File: src/rtl/cnt_pkg.sv
package cnt_pkg;
  typedef enum logic [1:0] {
    CNT_OP_CLEAR = 2'd0,
    CNT_OP_LOAD  = 2'd1,
    CNT_OP_STEP  = 2'd2,
    CNT_OP_KEEP  = 2'd3
  } cnt_op_e;
endpackage

File: src/rtl/cnt_op_sel.sv
module cnt_op_sel
  import cnt_pkg::*;
(
  input  logic    clr_n,
  input  logic    load_n,
  input  logic    en_par,
  input  logic    en_trk,
  output cnt_op_e op
);
  // priority: clear, load, count, hold
  always_comb begin
    if (!clr_n)                op = CNT_OP_CLEAR;
    else if (!load_n)          op = CNT_OP_LOAD;
    else if (en_par && en_trk) op = CNT_OP_STEP;
    else                       op = CNT_OP_KEEP;
  end
endmodule

File: src/rtl/cnt_next_val.sv
module cnt_next_val
  import cnt_pkg::*;
#(
  parameter int WIDTH = 4
) (
  input  cnt_op_e          op,
  input  logic [WIDTH-1:0] cur,
  input  logic [WIDTH-1:0] din,
  output logic [WIDTH-1:0] nxt
);
  localparam logic [WIDTH-1:0] ONE = WIDTH'(1);

  always_comb begin
    unique case (op)
      CNT_OP_CLEAR: nxt = '0;
      CNT_OP_LOAD:  nxt = din;
      CNT_OP_STEP:  nxt = cur + ONE;
      default:      nxt = cur;
    endcase
  end
endmodule

File: src/rtl/cnt_state_reg.sv
module cnt_state_reg #(
  parameter int WIDTH     = 4,
  parameter bit ASYNC_CLR = 1'b1
) (
  input  logic             clk,
  input  logic             clr_n,
  input  logic [WIDTH-1:0] nxt,
  output logic [WIDTH-1:0] cur
);
  generate
    if (ASYNC_CLR) begin : g_async
      always_ff @(posedge clk or negedge clr_n) begin
        if (!clr_n) cur <= '0;
        else        cur <= nxt;
      end
    end else begin : g_sync
      // clear already folded into nxt by the op selector
      always_ff @(posedge clk) begin
        cur <= nxt;
      end
    end
  endgenerate
endmodule

File: src/rtl/cnt_carry_gen.sv
module cnt_carry_gen #(
  parameter int WIDTH = 4
) (
  input  logic [WIDTH-1:0] cur,
  input  logic             en_trk,
  output logic             tc
);
  always_comb begin
    tc = en_trk & (&cur);
  end
endmodule

File: src/rtl/casc_bin_counter.sv
module casc_bin_counter
  import cnt_pkg::*;
#(
  parameter int WIDTH     = 4,
  parameter bit ASYNC_CLR = 1'b1
) (
  input  logic             clk,
  input  logic             clr_n,
  input  logic             load_n,
  input  logic             en_par,
  input  logic             en_trk,
  input  logic [WIDTH-1:0] din,
  output logic [WIDTH-1:0] q,
  output logic             tc
);
  cnt_op_e          op;
  logic [WIDTH-1:0] nxt;
  logic [WIDTH-1:0] cur;

  cnt_op_sel u_sel (
    .clr_n  (clr_n),
    .load_n (load_n),
    .en_par (en_par),
    .en_trk (en_trk),
    .op     (op)
  );

  cnt_next_val #(.WIDTH(WIDTH)) u_nxt (
    .op  (op),
    .cur (cur),
    .din (din),
    .nxt (nxt)
  );

  cnt_state_reg #(.WIDTH(WIDTH), .ASYNC_CLR(ASYNC_CLR)) u_reg (
    .clk   (clk),
    .clr_n (clr_n),
    .nxt   (nxt),
    .cur   (cur)
  );

  cnt_carry_gen #(.WIDTH(WIDTH)) u_tc (
    .cur    (cur),
    .en_trk (en_trk),
    .tc     (tc)
  );

  assign q = cur;
endmodule

File: config.mk
export PLATFORM = sky130hd
export DESIGN_NAME = casc_bin_counter
export DESIGN_NICKNAME = d
export VERILOG_FILES = /design/src/rtl/cnt_pkg.sv /design/src/rtl/cnt_op_sel.sv /design/src/rtl/cnt_next_val.sv /design/src/rtl/cnt_state_reg.sv /design/src/rtl/cnt_carry_gen.sv /design/src/rtl/casc_bin_counter.sv
export SDC_FILE = /design/constraint.sdc
export NUM_CORES = 1
export LEC_CHECK = 0
export BUFFER_PORTS_ARGS = -buffer_cell sky130_fd_sc_hd__buf_2
export CAP_MARGIN = 20
export CELL_PAD_IN_SITES_DETAIL_PLACEMENT = 1
export CELL_PAD_IN_SITES_GLOBAL_PLACEMENT = 2
export CORE_AREA = 2 2 39 41
export DETAILED_ROUTE_END_ITERATION = 7
export DIE_AREA = 0 0 41 43
export PLACE_DENSITY = 0.71
export SYNTH_ARGS = -nofsm -noshare
export SYNTH_HDL_FRONTEND = slang
export SYNTH_HIERARCHICAL = 1
export SYNTH_SLANG_ARGS = --single-unit
File: constraint.sdc
create_clock -name clk -period 2.5 [get_ports clk]
set_input_delay 0.125 -clock clk [delete_from_list [all_inputs] [get_ports clk]]
set_output_delay 0.125 -clock clk [all_outputs]
set_load 0.01 [all_outputs]
==> flow_metrics.env, run 1 <==
export IMPL_status="finished, final reports clean"
export IMPL_tns_ns=0
export IMPL_synth_avg_cell_area_um2=9.97
export IMPL_ys_ff_latch=4
export IMPL_largest_register="u_reg/cur"
export IMPL_fin_crit_sh_pct=72.3
export IMPL_maxSlewViolCount=0
export IMPL_crit_type="in -> reg"
export IMPL_synth_distinct_cells=18
export IMPL_ctsRootBufferMaster="clkbuf_4"
export IMPL_viasPerCell=4.48
export IMPL_drt_iter0_drc=0
export IMPL_finalHoldViolCount=0
export IMPL_cp_startpoint="clr_n"
export IMPL_fin_nets=56
export IMPL_grt_overflow_total=0
export IMPL_wl_um=613
export IMPL_insertion_delay_ns=0.24
export IMPL_crit_slowest_cell="dlygate4sd3_1"
export IMPL_core_area_um2=1380
export IMPL_cp_top_family="buffers and inverters"
export IMPL_clkTransAtPathRegs_ns=0.04
export IMPL_powerDensity_nw_per_um2=545
export IMPL_grt_pass1_wl_um=966
export IMPL_gp_congestion=0.625
export IMPL_fin_crit_ns=1.81
export IMPL_r2r_start="u_reg/cur[0]"
export IMPL_vias=269
export IMPL_ff2ff_setup_slack_ns=1.16
export IMPL_hold_start="din[1]"
export IMPL_die_w_um=41
export IMPL_drive_gt1_share_pct=43.2
export IMPL_cts_hold_buf=1
export IMPL_synth_top_area_share_pct=34.6
export IMPL_cpPeakStageDelay_ns=0.52
export IMPL_synth_area_um2=289
export IMPL_avgRoutedWirePerCell_um=10.2
export IMPL_synth_top_area_cell="dfrtp_1"
export IMPL_numPortBuffers=13
export IMPL_die_h_um=43
export IMPL_cp_required_ns=2.62
export IMPL_htree_num_levels=1
export IMPL_startpoint_type="primary input"
export IMPL_grt_max_degree=9
export IMPL_end_kind="flip-flop"
export IMPL_ios=14
export IMPL_rows=14
export IMPL_crit_arrival_ns=1.93
export IMPL_setup_violations=0
export IMPL_track_usage_pct=8.67
export IMPL_yosys_warnings=6
export IMPL_post_cts_setup_buffer_count=0
export IMPL_worstMarginPinSlew_ns=0.667
export IMPL_cts_buffers=3
export IMPL_die_area_um2=1760
export IMPL_initial_core_util_pct=20.9
export IMPL_clockBufferDepth=2
export IMPL_largest_reg_flops=4
export IMPL_drv_cap=0
export IMPL_rsz0062_at_grt="false"
export IMPL_r2r_end="u_reg/cur[1]"
export IMPL_clock_sinks=4
export IMPL_drtAntennaViolNets=0
export IMPL_hold_path_class="in -> reg"
export IMPL_syn_to_final_growth_pct=32.9
export IMPL_crit_end="u_reg/cur[1]"
export IMPL_grt_pass1_vias=245
export IMPL_leakage_uw=0.000191
export IMPL_clock_skew_ns=0.00176
export IMPL_cp_max_fo=7
export IMPL_ys_seq_area_share_pct=34.6
export IMPL_max_vdd_ir_drop_mv=0.124
export IMPL_num_antenna_cells=0
export IMPL_rr_worst_depth=3
export IMPL_synthesis_nets=39
export IMPL_syn_inst=29
export IMPL_path_cells="dlygate4sd3_1, buf_2, inv_1, a31oi_1, mux2_4, a22o_1"
export IMPL_ys_top_cells_by_area="dfrtp_1 (35%), a22o_1 (9.1%), buf_6 (7.8%)"
export IMPL_cp_num_buf_inv=3
export IMPL_slew_headroom_pct=55.3
export IMPL_top_regs="u_reg/cur x4"
export IMPL_tritoncts="built"
export IMPL_antenna_found_initial=0
export IMPL_max_freq_ghz=0.553
export IMPL_route_detailed_drc=0
export IMPL_first_pass_iters=1
export IMPL_cp_depth=6
export IMPL_cts_resized=0
export IMPL_whs_ns=0.108
[how the worst min path moves through the flow]
stage | endpoint | slack, ns | cells past startpoint
3_5_place_dp | u_reg/cur[2] | -0.05 | 1
2_1_floorplan | u_reg/cur[0] | -0.17 | 0
6_report | u_reg/cur[1] | 0.11 | 2
5_1_grt | u_reg/cur[1] | 0.11 | 2
3_3_place_gp | u_reg/cur[2] | -0.05 | 1
4_1_cts | u_reg/cur[1] | 0.10 | 2
[power breakdown]
group,switching (uW),total (uW),internal (uW)
Combinational,20.4,47.8,27.4
Sequential,8.94,80.4,71.4
Clock,27.4,81.1,53.8
[area by class of cell]
class | count | area, um2
clock buffer | 3 | 22.5
multi-input combinational | 22 | 163
sequential | 4 | 100
timing repair buffer | 14 | 75.1
fill | 180 | 1000
inverter | 1 | 3.75
tap | 16 | 20.0
[cells by family (layout without fill, tap and decap cells)]
group	after synthesis	count (layout)	synth area share [%]
buffers and inverters	3	18	9.09
xor gates and xnor gates	1	1	3.03
muxes	4	4	16.4
adders and majority gates	1	1	4.33
DFF	4	4	34.6
and+or+nand+nor	11	11	18.6
AOI/OAI and AO/OA	5	5	13.9
[placed cells by master, fill, tap and decap left out]
| master | Yosys | routed |
|---|---|---|
| a22o_1 | 3 | 3 |
| a31oi_1 | 1 | 1 |
| and2_2 | 1 | 1 |
| buf_2 | 0 | 13 |
| clkbuf_4 | 0 | 3 |
| dfrtp_1 | 4 | 4 |
| dlygate4sd3_1 | 0 | 1 |
| ha_1 | 1 | 1 |
| inv_1 | 1 | 1 |
| mux2_1 | 1 | 1 |
| mux2_2 | 1 | 1 |
| mux2_4 | 1 | 1 |
| mux2i_1 | 1 | 1 |
| nand2_1 | 3 | 3 |
| nand2b_1 | 1 | 1 |
| nand3_1 | 3 | 3 |
| nor2_1 | 2 | 2 |
| nor2b_1 | 1 | 1 |
| o211ai_1 | 1 | 1 |
| xnor2_1 | 1 | 1 |
[synthesized netlist by cell type]
cell      count
a22o_1        3
a31oi_1       1
and2_2        1
buf_6         2
dfrtp_1       4
ha_1          1
inv_1         1
mux2_1        1
mux2_2        1
mux2_4        1
mux2i_1       1
nand2_1       3
nand2b_1      1
nand3_1       3
nor2_1        2
nor2b_1       1
o211ai_1      1
xnor2_1       1
[layer usage]
metal	share of wire, %	global-route usage (%)	wire [um]	vias to the layer above
li1	-	-	-	133
met1	41	9.77	250	125
met2	49	12.8	303	9
met3	5.7	1.57	35	2
met4	3.8	8.00	23	0
met5	0	0	0	-
[metrics by stage]
stage / power (uW) / cells / setup slack (ns) / cell area [um2] / util (%)
2_1_floorplan: 113 / 29 / 1.17 / 289 / -
3_3_place_gp: 129 / 56 / 0.951 / 352 / 25.4
3_5_place_dp: 129 / 56 / 0.939 / 352 / 25.4
4_1_cts: 214 / 60 / 0.673 / 384 / 27.8
5_1_grt: 225 / 60 / 0.509 / 384 / 27.8
6_report: 209 / 60 / 0.693 / 384 / 27.8
No activity file was read; power rests on OpenSTA's default activity.
==> run 2: changes to the inputs <==
clock period = 1.7 ns   (was 2.5 ns; I/O delays follow)
==> run 2 against run 1 <==
  * Utilization rose by 0.54 points
  * Sequential share of layout area down 0.50 points
  * Global-route usage up 2.2 points
  * Clock skew decreased by 0.00069 ns
  * Combinational power is 55% higher
  * Power grew 50%
  * Flip-flop and latch count is the same
  * Worst hold slack worse by 0.043 ns
  * Sequential power increased by 47%
  * Die area unchanged
  * Highest routed layer unchanged
==> flow_metrics.env, run 2 (same netlist as run 1, synthesis figures left out) <==
export IMPL_whs_ns=0.0653
export IMPL_gp_congestion=0.669
export IMPL_finalHoldViolCount=0
export IMPL_grt_pass1_wl_um=1190
export IMPL_setup_ws_ns=0.142
export IMPL_ios=14
export IMPL_drv_cap=0
export IMPL_largest_reg_flops=4
export IMPL_crit_arrival_ns=1.68
export IMPL_fillers=168
export IMPL_final_common_cell="buf_2"
export IMPL_r2r_start="u_reg/cur[0]"
export IMPL_core_area_um2=1380
export IMPL_route_detailed_drc=0
export IMPL_cp_max_fo=7
export IMPL_status="finished, final reports clean"
export IMPL_clkTransAtPathRegs_ns=0.04
export IMPL_die_h_um=43
export IMPL_grt_pass1_vias=302
export IMPL_slew_headroom_pct=87.5
export IMPL_holdPathEnd="u_reg/cur[1]"
export IMPL_maxSlewViolCount=0
export IMPL_worstMarginPinSlew_ns=0.188
export IMPL_htree_num_levels=1
export IMPL_layout_common_cells="buf_2 (13), dfrtp_1 (4)"
export IMPL_cts_buffers=3
export IMPL_cts_resized=0
export IMPL_min_path_cells=2
export IMPL_rr_worst_depth=3
export IMPL_initial_core_util_pct=20.9
export IMPL_fin_crit_ns=1.56
export IMPL_startpoint_type="primary input"
export IMPL_rows=14
export IMPL_cp_num_buf_inv=4
export IMPL_powerDensity_nw_per_um2=800
export IMPL_clockBufferDepth=2
export IMPL_drt_iter0_drc=4
export IMPL_rsz0062_at_grt="false"
export IMPL_crit_slowest_cell="dlygate4sd3_1"
export IMPL_die_w_um=41
export IMPL_path_cells="dlygate4sd3_1, buf_2, inv_1, a31oi_1, buf_4, mux2_4, a22o_1"
export IMPL_tns_ns=0
export IMPL_fin_crit_sh_pct=91.6
export IMPL_cp_top_family="buffers and inverters"
export IMPL_top_regs="u_reg/cur x4"
export IMPL_seq_area_um2=100
export IMPL_antenna_found_initial=0
export IMPL_met3_usage_pct=3.14
export IMPL_clock_skew_ns=0.00106
export IMPL_clock_sinks=4
export IMPL_placed_area_um2=359
export IMPL_r2r_end="u_reg/cur[1]"
export IMPL_grt_max_degree=9
export IMPL_cp_required_ns=1.82
export IMPL_first_pass_iters=3
export IMPL_vias=279
export IMPL_die_area_um2=1760
export IMPL_syn_to_final_growth_pct=35.5
export IMPL_use_met1_pct=10.8
export IMPL_dp_hpwl_um=530
export IMPL_drive_gt1_share_pct=44.4
export IMPL_hold_path_class="in -> reg"
export IMPL_track_usage_pct=10.9
export IMPL_ctsRootBufferMaster="clkbuf_4"
export IMPL_max_vdd_ir_drop_mv=0.173
export IMPL_wl_um=708
export IMPL_ff2ff_setup_slack_ns=0.36
export IMPL_viasPerCell=4.57
export IMPL_multi_input_area_um2=163
export IMPL_grt_overflow_total=0
export IMPL_end_kind="flip-flop"
export IMPL_tritoncts="built"
export IMPL_num_antenna_cells=0
export IMPL_insertion_delay_ns=0.24
export IMPL_numPortBuffers=13
export IMPL_avgRoutedWirePerCell_um=11.6
export IMPL_fin_nets=57
export IMPL_largest_register="u_reg/cur"
export IMPL_hold_start="din[1]"
export IMPL_grt_met2_usage_pct=15.0
export IMPL_setup_violations=0
export IMPL_pre_cts_slack_ns=0.364
export IMPL_leakage_uw=0.000196
export IMPL_total_power_uw=313
export IMPL_stdcell_area_um2=392
export IMPL_cpPeakStageDelay_ns=0.52
export IMPL_max_freq_ghz=0.642
export IMPL_crit_type="in -> reg"
export IMPL_grt_busiest_layer="met2"
export IMPL_drtAntennaViolNets=0
-- run 2: cell types whose count changed in the layout (fill, tap and decap cells not counted), sizes merged --
cell,change
buf,+1
-- run 2: worst max path at each step --
stage                             from  cells after the start           end
after global routing             clr_n                      7  u_reg/cur[1]
after detailed placement  u_reg/cur[0]                      3  u_reg/cur[1]
after floorplan           u_reg/cur[0]                      3  u_reg/cur[1]
after CTS                        clr_n                      7  u_reg/cur[1]
after global placement    u_reg/cur[0]                      3  u_reg/cur[1]
final                            clr_n                      7  u_reg/cur[1]
-- run 2: layout make-up --
class,instances,share of cell area [%]
multi-input cells,22,41.5
clock buffers,3,5.75
repair buffers,15,21.1
inverters,1,0.958
well taps,16,5.11
flip-flops and latches,4,25.6
-- run 2: report_power, final --
group	internal, uW	leakage, uW	total [uW]	switching [uW]
Clock	79.2	0.0000138	121	41.7
Combinational	42.1	0.000131	74.1	32.0
Sequential	105	0.0000516	118	13.4
Total	226	0.000196	313	87.2
-- run 2: stage by stage --
step	utilization, %	cells
floorplan	-	29
global placement	25.9	57
detailed placement	25.9	57
CTS	28.3	61
global route	28.3	61
finish	28.3	61
-- run 2: metal layers --
metal  share of wire [%]  routed length (um)
met1                  41                 293
met2                  48                 338
met3                 5.8                  41
met4                 4.8                  34
met5                   0                   0
-- run 2: what timing repair did --
item	CTS	global route
buffers inserted	0	0
endpoints found under the hold margin	4	0
hold buffers	1	0
-- run 2: worst register-to-register path: cells and delay by family (launching register included) --
kind | cells | cell delay [ns]
adder cells (fa/ha/maj) | 1 | 0.31
multiplexers | 1 | 0.27
flip-flops | 1 | 0.43
AO/OA/AOI/OAI | 1 | 0.22
==> run 3: changes to the inputs <==
PLACE_DENSITY = 0.77   (was 0.71)
==> run 3 against run 2 <==
  * Sequential power about the same
  * Cell count unchanged
  * Flip-flop and latch count unchanged
  * Maximum frequency up 2.2%
  * Worst hold slack gained 0.0067 ns
  * Register-to-register slack hardly changed
  * Via count shrank 2.9%
  * Design area stayed put
  * Sequential share of layout area unchanged
  * Power fell by 1.7%
  * Critical path depth stayed put
  * Largest power group is now sequential cells
  * Highest routed layer unchanged
==> flow_metrics.env, run 3 (same netlist as run 1, synthesis figures left out) <==
export IMPL_status="finished, final reports clean"
export IMPL_first_pass_iters=4
export IMPL_final_common_cell="buf_2"
export IMPL_clock_sinks=4
export IMPL_wl_um=661
export IMPL_cts_buffers=3
export IMPL_end_kind="flip-flop"
export IMPL_largest_register="u_reg/cur"
export IMPL_ff2ff_setup_slack_ns=0.37
export IMPL_drive_gt1_share_pct=44.4
export IMPL_cp_required_ns=1.82
export IMPL_max_vdd_ir_drop_mv=0.169
export IMPL_die_w_um=41
export IMPL_antenna_found_initial=0
export IMPL_vias=271
export IMPL_grt_pass1_vias=250
export IMPL_drtAntennaViolNets=0
export IMPL_grt_overflow_total=0
export IMPL_die_area_um2=1760
export IMPL_setup_violations=0
export IMPL_grt_pass1_wl_um=979
export IMPL_numPortBuffers=13
export IMPL_crit_arrival_ns=1.64
export IMPL_tritoncts="built"
export IMPL_maxSlewViolCount=0
export IMPL_worstMarginPinSlew_ns=0.169
export IMPL_viasPerCell=4.44
export IMPL_whs_ns=0.0720
export IMPL_dp_hpwl_um=508
export IMPL_max_freq_ghz=0.656
export IMPL_cp_max_fo=7
export IMPL_clkTransAtPathRegs_ns=0.04
export IMPL_tns_ns=0
export IMPL_fin_crit_ns=1.52
export IMPL_largest_reg_flops=4
export IMPL_gp_congestion=0.653
export IMPL_layout_common_cells="buf_2 (13), dfrtp_1 (4)"
export IMPL_die_h_um=43
export IMPL_clockBufferDepth=2
export IMPL_crit_type="in -> reg"
export IMPL_startpoint_type="primary input"
export IMPL_powerDensity_nw_per_um2=787
export IMPL_top_regs="u_reg/cur x4"
export IMPL_clock_skew_ns=0.000618
export IMPL_avgRoutedWirePerCell_um=10.8
export IMPL_syn_to_final_growth_pct=35.5
export IMPL_htree_num_levels=1
export IMPL_initial_core_util_pct=20.9
export IMPL_rsz0062_at_grt="false"
export IMPL_core_area_um2=1380
export IMPL_drt_iter0_drc=7
export IMPL_num_antenna_cells=0
export IMPL_cts_resized=0
export IMPL_ctsRootBufferMaster="clkbuf_4"
export IMPL_leakage_uw=0.000196
export IMPL_drv_cap=0
export IMPL_fin_cells=61
export IMPL_fin_crit_sh_pct=89.6
export IMPL_placedCellCount=57
export IMPL_slew_headroom_pct=88.7
export IMPL_finalHoldViolCount=0
export IMPL_rows=14
export IMPL_route_detailed_drc=0
export IMPL_track_usage_pct=8.67
export IMPL_ios=14
export IMPL_grt_max_degree=9
export IMPL_insertion_delay_ns=0.23
export IMPL_hold_path_class="in -> reg"
export IMPL_fin_nets=57
-- run 3: timing repair --
action / in CTS / in global routing
endpoints found under the hold margin: 4 / 0
setup buffers: 0 / 0
hold buffers: 1 / 0
-- run 3: worst max-delay path: stages --
cell and delay (ns):
dlygate4sd3_1 0.52, buf_2 0.16, inv_1 0.05, a31oi_1 0.13, buf_4 0.17, mux2_4 0.30, a22o_1 0.22
-- run 3: per-layer routing --
layer	routed length, um	GRT usage (%)	vias up	share of wire [%]
li1	-	-	134	-
met1	280	9.45	126	42
met2	331	12.2	9	50
met3	33	1.57	2	5.0
met4	15	10.0	0	2.3
met5	0	0	-	0
-- run 3: final cells by class --
class | instances | area (um2)
flip-flops and latches | 4 | 100
fillers | 174 | 992
inverters | 1 | 3.75
multi-input cells | 22 | 163
well taps | 16 | 20.0
repair buffers | 15 | 82.6
clock buffers | 3 | 22.5
-- run 3: worst paths after layout --
kind,startpoint,to,depth (start not counted)
max,clr_n,u_reg/cur[1],7
min,din[1],u_reg/cur[1],2
max reg2reg,u_reg/cur[0],u_reg/cur[1],3
min reg2reg,u_reg/cur[3],u_reg/cur[3],2
max in group asynchronous,clr_n,u_reg/cur[2],2
min in group asynchronous,clr_n,u_reg/cur[1],2
-- run 3: stage by stage --
step	util, %	power (uW)	instance area (um2)	setup WS, ns
floorplan	-	167	289	0.370
global placement	25.9	192	359	0.399
detailed placement	25.9	191	359	0.374
CTS	28.3	317	392	0.153
global route	28.3	333	392	0.108
finish	28.3	308	392	0.176
-- run 3: where the power goes --
part	total (uW)	switching, uW	internal, uW
sequential	117	12.3	105
clock	116	37.4	78.9
combinational	74.4	32.0	42.4
